==> src/rtl/mtap_pkg.sv <==
package mtap_pkg;

  // Stage strobes passed from control to datapath
  typedef struct packed {
    logic corrLd;   // load bubble-corrected one-hot vectors
    logic treeLd;   // load tree-encoded sub-counts
    logic addLd;    // load the summed fine code
  } mtapStrobe_t;

  // Letter k (0 = leftmost) of a four-character pattern
  function automatic logic [7:0] patChar(logic [31:0] pat, int k);
    return pat[8*(3-k) +: 8];
  endfunction

  // Number of taps of one type inside a single element
  function automatic int perElem(logic [31:0] pat, logic [7:0] ch);
    int cnt = 0;
    for (int k = 0; k < 4; k++)
      if (patChar(pat, k) == ch) cnt++;
    return cnt;
  endfunction

  // Position inside the element of the n-th tap of a type
  function automatic int nthPos(logic [31:0] pat, logic [7:0] ch, int n);
    int cnt = 0;
    for (int k = 0; k < 4; k++) begin
      if (patChar(pat, k) == ch) begin
        if (cnt == n) return k;
        cnt++;
      end
    end
    return 0;
  endfunction

  // Bits needed to hold values 0..n
  function automatic int bitsFor(int n);
    return (n <= 1) ? 1 : $clog2(n + 1);
  endfunction

  // Width of the final fine code
  function automatic int codeBits(int nElem, logic [31:0] pat);
    return bitsFor(nElem * (perElem(pat, "S") + perElem(pat, "C")));
  endfunction

endpackage

==> src/rtl/mtap_ctrl.sv <==
module mtap_ctrl (
  input  logic                  clk,
  input  logic                  rst_n,
  input  logic                  validIn,
  output mtap_pkg::mtapStrobe_t strobe,
  output logic                  codeValid
);

  logic corrDone;
  logic treeDone;
  logic addDone;

  always_ff @(posedge clk or negedge rst_n) begin
    if (!rst_n) begin
      corrDone <= 1'b0;
      treeDone <= 1'b0;
      addDone  <= 1'b0;
    end else begin
      corrDone <= validIn;
      treeDone <= corrDone;
      addDone  <= treeDone;
    end
  end

  assign strobe.corrLd = validIn;
  assign strobe.treeLd = corrDone;
  assign strobe.addLd  = treeDone;
  assign codeValid     = addDone;


  latency_chk: assert property (@(posedge clk) disable iff (!rst_n)
    validIn |=> ##2 codeValid);


  idle_chk: assert property (@(posedge clk) disable iff (!rst_n)
    !validIn |=> ##2 !codeValid);

endmodule

==> src/rtl/mtap_group_coder.sv <==
module mtap_group_coder #(
  parameter int N = 16,
  parameter int W = 5
) (
  input  logic         clk,
  input  logic         rst_n,
  input  logic         corrLd,
  input  logic         treeLd,
  input  logic [N-1:0] therm,
  output logic [W-1:0] subCode
);

  // Padded view: a flipped tap below index 0, an unflipped one above N-1
  logic [N+1:0] padded;
  logic [N-1:0] edgeComb;
  logic [N-1:0] onehotQ;
  logic [W-1:0] treeComb;
  logic [W-1:0] codeQ;

  assign padded = {1'b0, therm, 1'b1};

  // Edge at i: tap i and tap i-1 flipped, tap i+1 not flipped
  for (genvar i = 0; i < N; i++) begin : g_edge
    assign edgeComb[i] = padded[i+1] & padded[i] & ~padded[i+2];
  end

  always_ff @(posedge clk or negedge rst_n) begin
    if (!rst_n)      onehotQ <= '0;
    else if (corrLd) onehotQ <= edgeComb;
  end

  // One-hot position i encodes count i+1: OR tree per output bit
  always_comb begin
    treeComb = '0;
    for (int i = 0; i < N; i++)
      for (int b = 0; b < W; b++)
        if ((((i + 1) >> b) & 1) == 1)
          treeComb[b] = treeComb[b] | onehotQ[i];
  end

  always_ff @(posedge clk or negedge rst_n) begin
    if (!rst_n)      codeQ <= '0;
    else if (treeLd) codeQ <= treeComb;
  end

  assign subCode = codeQ;


  sub_range_chk: assert property (@(posedge clk) disable iff (!rst_n)
    int'(codeQ) <= N);

endmodule

==> src/rtl/mtap_datapath.sv <==
module mtap_datapath #(
  parameter int          NUM_ELEM = 8,
  parameter logic [31:0] PATTERN  = "SCSC"
) (
  input  logic                                            clk,
  input  logic                                            rst_n,
  input  logic                                            hitRising,
  input  logic [4*NUM_ELEM-1:0]                           tapSnap,
  input  mtap_pkg::mtapStrobe_t                           strobe,
  output logic [mtap_pkg::codeBits(NUM_ELEM, PATTERN)-1:0] fineCode
);

  localparam int PER_S = mtap_pkg::perElem(PATTERN, "S");
  localparam int PER_C = mtap_pkg::perElem(PATTERN, "C");
  localparam int NS    = NUM_ELEM * PER_S;
  localparam int NC    = NUM_ELEM * PER_C;
  localparam int NS_V  = (NS > 0) ? NS : 1;
  localparam int NC_V  = (NC > 0) ? NC : 1;
  localparam int SW    = mtap_pkg::bitsFor(NS);
  localparam int CW    = mtap_pkg::bitsFor(NC);
  localparam int OW    = mtap_pkg::codeBits(NUM_ELEM, PATTERN);

  logic [NS_V-1:0] sumTherm;
  logic [NC_V-1:0] carryTherm;
  logic [SW-1:0]   sumSub;
  logic [CW-1:0]   carrySub;
  logic [OW-1:0]   codeQ;
  logic            unusedTaps;

  // Unused-tap positions are never routed into either group
  assign unusedTaps = ^tapSnap;

  // Sum taps: flipped when equal to the edge direction
  for (genvar j = 0; j < NS; j++) begin : g_sumTap
    localparam int TAP = 4*(j / PER_S) + mtap_pkg::nthPos(PATTERN, "S", j % PER_S);
    assign sumTherm[j] = tapSnap[TAP] ~^ hitRising;
  end

  // Carry taps sit at the opposite level: flipped when differing
  for (genvar j = 0; j < NC; j++) begin : g_carryTap
    localparam int TAP = 4*(j / PER_C) + mtap_pkg::nthPos(PATTERN, "C", j % PER_C);
    assign carryTherm[j] = tapSnap[TAP] ^ hitRising;
  end

  if (NS > 0) begin : g_sumCoder
    mtap_group_coder #(.N(NS), .W(SW)) i_sumCoder (
      .clk     (clk),
      .rst_n   (rst_n),
      .corrLd  (strobe.corrLd),
      .treeLd  (strobe.treeLd),
      .therm   (sumTherm),
      .subCode (sumSub)
    );
  end else begin : g_noSum
    assign sumTherm = '0;
    assign sumSub   = '0;
  end

  if (NC > 0) begin : g_carryCoder
    mtap_group_coder #(.N(NC), .W(CW)) i_carryCoder (
      .clk     (clk),
      .rst_n   (rst_n),
      .corrLd  (strobe.corrLd),
      .treeLd  (strobe.treeLd),
      .therm   (carryTherm),
      .subCode (carrySub)
    );
  end else begin : g_noCarry
    assign carryTherm = '0;
    assign carrySub   = '0;
  end

  always_ff @(posedge clk or negedge rst_n) begin
    if (!rst_n)            codeQ <= '0;
    else if (strobe.addLd) codeQ <= OW'(sumSub) + OW'(carrySub);
  end

  assign fineCode = codeQ;


  hold_chk: assert property (@(posedge clk) disable iff (!rst_n)
    !strobe.addLd |=> $stable(fineCode));


  max_code_chk: assert property (@(posedge clk) disable iff (!rst_n)
    int'(fineCode) <= NS + NC);

endmodule

==> src/rtl/mtap_fine_encoder.sv <==
module mtap_fine_encoder #(
  parameter int          NUM_ELEM = 8,
  parameter logic [31:0] PATTERN  = "SCSC"
) (
  input  logic                                             clk,
  input  logic                                             rst_n,
  input  logic                                             validIn,
  input  logic                                             hitRising,
  input  logic [4*NUM_ELEM-1:0]                            tapSnap,
  output logic                                             codeValid,
  output logic [mtap_pkg::codeBits(NUM_ELEM, PATTERN)-1:0] fineCode
);

  mtap_pkg::mtapStrobe_t strobe;

  mtap_ctrl i_ctrl (
    .clk       (clk),
    .rst_n     (rst_n),
    .validIn   (validIn),
    .strobe    (strobe),
    .codeValid (codeValid)
  );

  mtap_datapath #(.NUM_ELEM(NUM_ELEM), .PATTERN(PATTERN)) i_datapath (
    .clk       (clk),
    .rst_n     (rst_n),
    .hitRising (hitRising),
    .tapSnap   (tapSnap),
    .strobe    (strobe),
    .fineCode  (fineCode)
  );

endmodule

==> config.mk <==
export PLATFORM = sky130hd
export DESIGN_NAME = mtap_fine_encoder
export DESIGN_NICKNAME = d
export VERILOG_FILES = /design/src/rtl/mtap_pkg.sv /design/src/rtl/mtap_ctrl.sv /design/src/rtl/mtap_group_coder.sv /design/src/rtl/mtap_datapath.sv /design/src/rtl/mtap_fine_encoder.sv
export SDC_FILE = /design/constraint.sdc
export NUM_CORES = 1
export LEC_CHECK = 0
export BUFFER_PORTS_ARGS = -buffer_cell sky130_fd_sc_hd__clkbuf_2
export CORE_UTILIZATION = 55
export DETAILED_ROUTE_END_ITERATION = 8
export GPL_TIMING_DRIVEN = 0
export PLACE_DENSITY = 0.84
export SLEW_MARGIN = 20
export SYNTH_ARGS = -nofsm -noshare
export SYNTH_HDL_FRONTEND = slang
export SYNTH_SLANG_ARGS = --single-unit
==> constraint.sdc <==
create_clock -name clk -period 3.7 [get_ports clk]
set_input_delay 0.555 -clock clk [delete_from_list [all_inputs] [get_ports clk]]
set_output_delay 0.555 -clock clk [all_outputs]
set_load 0.01 [all_outputs]
==> results by group <==
Status
  – Status: complete, no violations

STA
  – Worst-margin pin slew: 0.677 ns
  – Post-layout min period: 1.66 ns
  – Final hold vios: 0
  – Slew HR: 54.9%
  – Max Clock Freq: approximately 600 MHz
  – WHS: 0.305 ns
  – Final TNS setup: 0 ns
  – Clk_skew: a little over 0.01 ns
  – RSZ-0062 raised after global routing: no
  – Fin. max-slew vios: 0
  – Tcrit/Tclk final: between 40% and 50%
  – Final setup viols: 0

Pwr
  – P_sw: 337 µW
  – Internal: 830 µW
  – Comb pwr share: between 10% and 20%
  – Sw Share: about 29%
  – Power per cell area: about 380 nW/µm²
  – Max IR drop VDD: 0.000208 V
  – Clock group share of total power: 27.0%
  – Sequential Power Share: 55.2%
  – Leakage dissipation: approximately 1.2 nW

Final layout
  – # diodes: 0
  – Register area: 1280 µm²
  – Layout net count: roughly 370
  – Fraction of layout cells with a size suffix above 1: between 10% and 20%
  – Filler Cell Count: 435
  – Footprint of the multi-input gates: around 1400 µm²
  – Synth-to-Final Area Change: 14.0%

Critical path
  – Setup CP Type: reg2reg
  – Crit path max fanout: 3
  – Worst path slowest cell: fa_1
  – Crit path DAT: 1.85 ns
  – Sequence of cells on the critical path: ha_1, fa_1, a21oi_1, nand4b_1, o311ai_0
  – Slowest stage delay, CP: 0.47 ns
  – Worst path required time: 3.89 ns
  – Startpoint types: register
  – Critical path endpoint category: register

Clocking
  – Cts hold-fix bufs: 0
  – TritonCTS buffer count: 5
  – Clk buf depth: 2
  – Sink Count: around 50
  – H-tree depth: 2
  – CTS Root Cell: clkbuf_8
  – CTS tree: built
  – Worst-skew pair later-pin latency: 0.31 ns
  – Post-CTS Setup Repair Bufs: 0
  – Clk pin slew, worst setup/hold paths: approximately 0.09 ns
  – Post-CTS Resized: 0

Global routing
  – GR Util All Layers: 25.6%
  – Number of antenna violations at the first check in global routing: 0
  – Pin count of the biggest net entering global routing: 52
  – Number of global-route vias before repair: approximately 2200
  – Global-route wire length before repair: roughly 10000 µm
  – Total gr overflow: 0

Job
  – Max Cap Violations: 0

Logic synthesis
  – Synth top area share: a little under half
  – Area contributors post-synth: dfrtp_1 47%, nor2_1 6.2%, a31oi_1 6.0%
  – Most used DFF post-synth: dfrtp_1
  – #FFs+latches synth: 51
  – Syn Inst Count: 281
  – Sequential element share of the synthesized area: 46.9%
  – Asr flop ratio synth: 100%
  – Synth warn: 0
  – Synthesized cell area: 2720 µm²
  – Netlist cell types: 36
  – Largest area contributor in the netlist: dfrtp_1
  – Number of flops mapped to enable cells by yosys: 0
  – Synth Net Count: 323
  – Post-synthesis average cell area: 9.68 µm²

Placed design
  – GP Congestion: 0.878
  – Port Buffer Count: 42
  – DP HPWL: 4390 µm

Drt
  – Routed WL per cell: ~15 µm
  – DRC viols: 0
  – DRT iter0 DRCs: between 150 and 200
  – Routed WL: 6170 µm
  – DR vias: 2423
  – Drt pass-1 iters: 4
  – Vias per inst: 6.09
  – Post-route ant nets: 0

Worst hold path
  – Hold WC Path Type: in2async

Floorplan
  – Ports: 43
  – Row cnt: 25
  – Core area: between 4000 and 5000 µm²
  – Die area: 5230 µm²
  – Initial Utilization: 57.2%
  – Die W: 72.3 µm
  – Die Ht: approximately 72 µm
-- final timing paths --
check                                                                  from                                              end  slack [ns]  cells past startpoint
worst max-delay path            i_datapath.g_sumCoder.i_sumCoder.subCode[0]                           i_datapath.fineCode[4]        2.04                      5
worst max register to register  i_datapath.g_sumCoder.i_sumCoder.subCode[0]                           i_datapath.fineCode[4]        2.04                      5
max in group asynchronous                                             rst_n  i_datapath.g_carryCoder.i_carryCoder.onehotQ[1]        2.95                      1
worst min-delay path                                                  rst_n                           i_datapath.fineCode[3]        0.31                      1
min in group clk                                                    validIn                                  i_ctrl.corrDone        0.37                      1
worst min register to register                              i_ctrl.corrDone                                  i_ctrl.treeDone        0.38                      0
-- power by group through the flow --
stage | Sequential [mW] | Clock, mW | Combinational (mW)
global placement | 0.652 | 0 | 0.198
CTS | 0.643 | 0.317 | 0.208
global route | 0.650 | 0.338 | 0.234
detailed placement | 0.654 | 0 | 0.206
finish | 0.644 | 0.316 | 0.207
floorplan | 0.648 | 0 | 0.118
-- stage by stage --
stage               area, µm²  power, mW  util [%]  worst slack (ns)  std cells
CTS                      3100       1.17      65.2              2.05        398
finish                   3100       1.17      65.2              2.04        398
floorplan                2720      0.766         -              2.20        281
global placement         3010      0.851      63.4              1.98        390
detailed placement       3020      0.860      63.4              1.95        390
global route             3100       1.22      65.2              1.96        398
-- sequential cells by signal (all words and copies together) (netlist names) --
register and cells:
i_datapath.g_carryCoder.i_carryCoder.subCode 5, i_datapath.g_carryCoder.i_carryCoder.onehotQ 16, i_ctrl.corrDone 1, i_datapath.g_sumCoder.i_sumCoder.onehotQ 16
i_datapath.g_sumCoder.i_sumCoder.subCode 5, i_ctrl.treeDone 1, i_ctrl.codeValid 1, i_datapath.fineCode 6
-- per-layer routing --
| layer | wire length (µm) | GRT usage [%] | part of all wire, % | vias to the layer above |
|---|---|---|---|---|
| li1 | - | - | - | 1177 |
| met2 | 3040 | 41.2 | 49 | 89 |
| met5 | 0 | 0 | 0 | - |
| met3 | 322 | 4.44 | 5.2 | 17 |
| met1 | 2660 | 33.5 | 43 | 1140 |
| met4 | 141 | 12.4 | 2.3 | 0 |
-- cells in the mapped netlist, drive strengths merged (2+ instances only) --
master and instances:
nor3b 9, inv 5, nand4b 15, nand2 9, ha 5, a211oi 3
clkbuf 10, nor2 45, a21oi 31, or4b 7, nor4 13, a31oi 26
buf 6, mux2 4, nor2b 2, and3b 3, dfrtp 51, nor4bb 16
nor3 7
-- cells by family (layout without fill, tap and decap cells) --
logic type | Yosys count | count (layout) | synth area share, %
muxes | 4 | 4 | 1.66
AOI/OAI and AO/OA | 66 | 66 | 14.2
buffers and inverters | 21 | 71 | 3.45
DFF | 51 | 51 | 46.9
adders and majority gates | 6 | 6 | 3.04
and+or+nand+nor | 132 | 132 | 30.4
xor gates and xnor gates | 1 | 1 | 0.322
-- placed cells by master (no fill, tap or decap), drive strengths merged, types with 2 or more instances in the layout --
cell	count
a211oi	3
a21oi	31
a31oi	26
and3b	3
buf	6
clkbuf	58
dfrtp	51
ha	5
inv	5
mux2	4
nand2	9
nand4b	15
nor2	45
nor2b	2
nor3	7
nor3b	9
nor4	13
nor4bb	16
or4b	7
-- critical path: cells and delay by family, from the launching register on --
kind                     cells  cell delay (ns)
adder cells (fa/ha/maj)      2             0.72
AO/OA/AOI/OAI                2             0.31
AND/OR/NAND/NOR              1             0.12
flip-flops                   1             0.39
-- final cells by class --
class                      count  share of cell area, %
timing repair buffer          42                   6.86
buffer                        16                   2.42
multi-input combinational    209                   43.5
tap                           67                   2.70
sequential                    51                   41.1
clock buffer                   6                   2.34
clock inverter                 2                  0.403
inverter                       5                  0.605
Power figures use the tool's default switching activity.
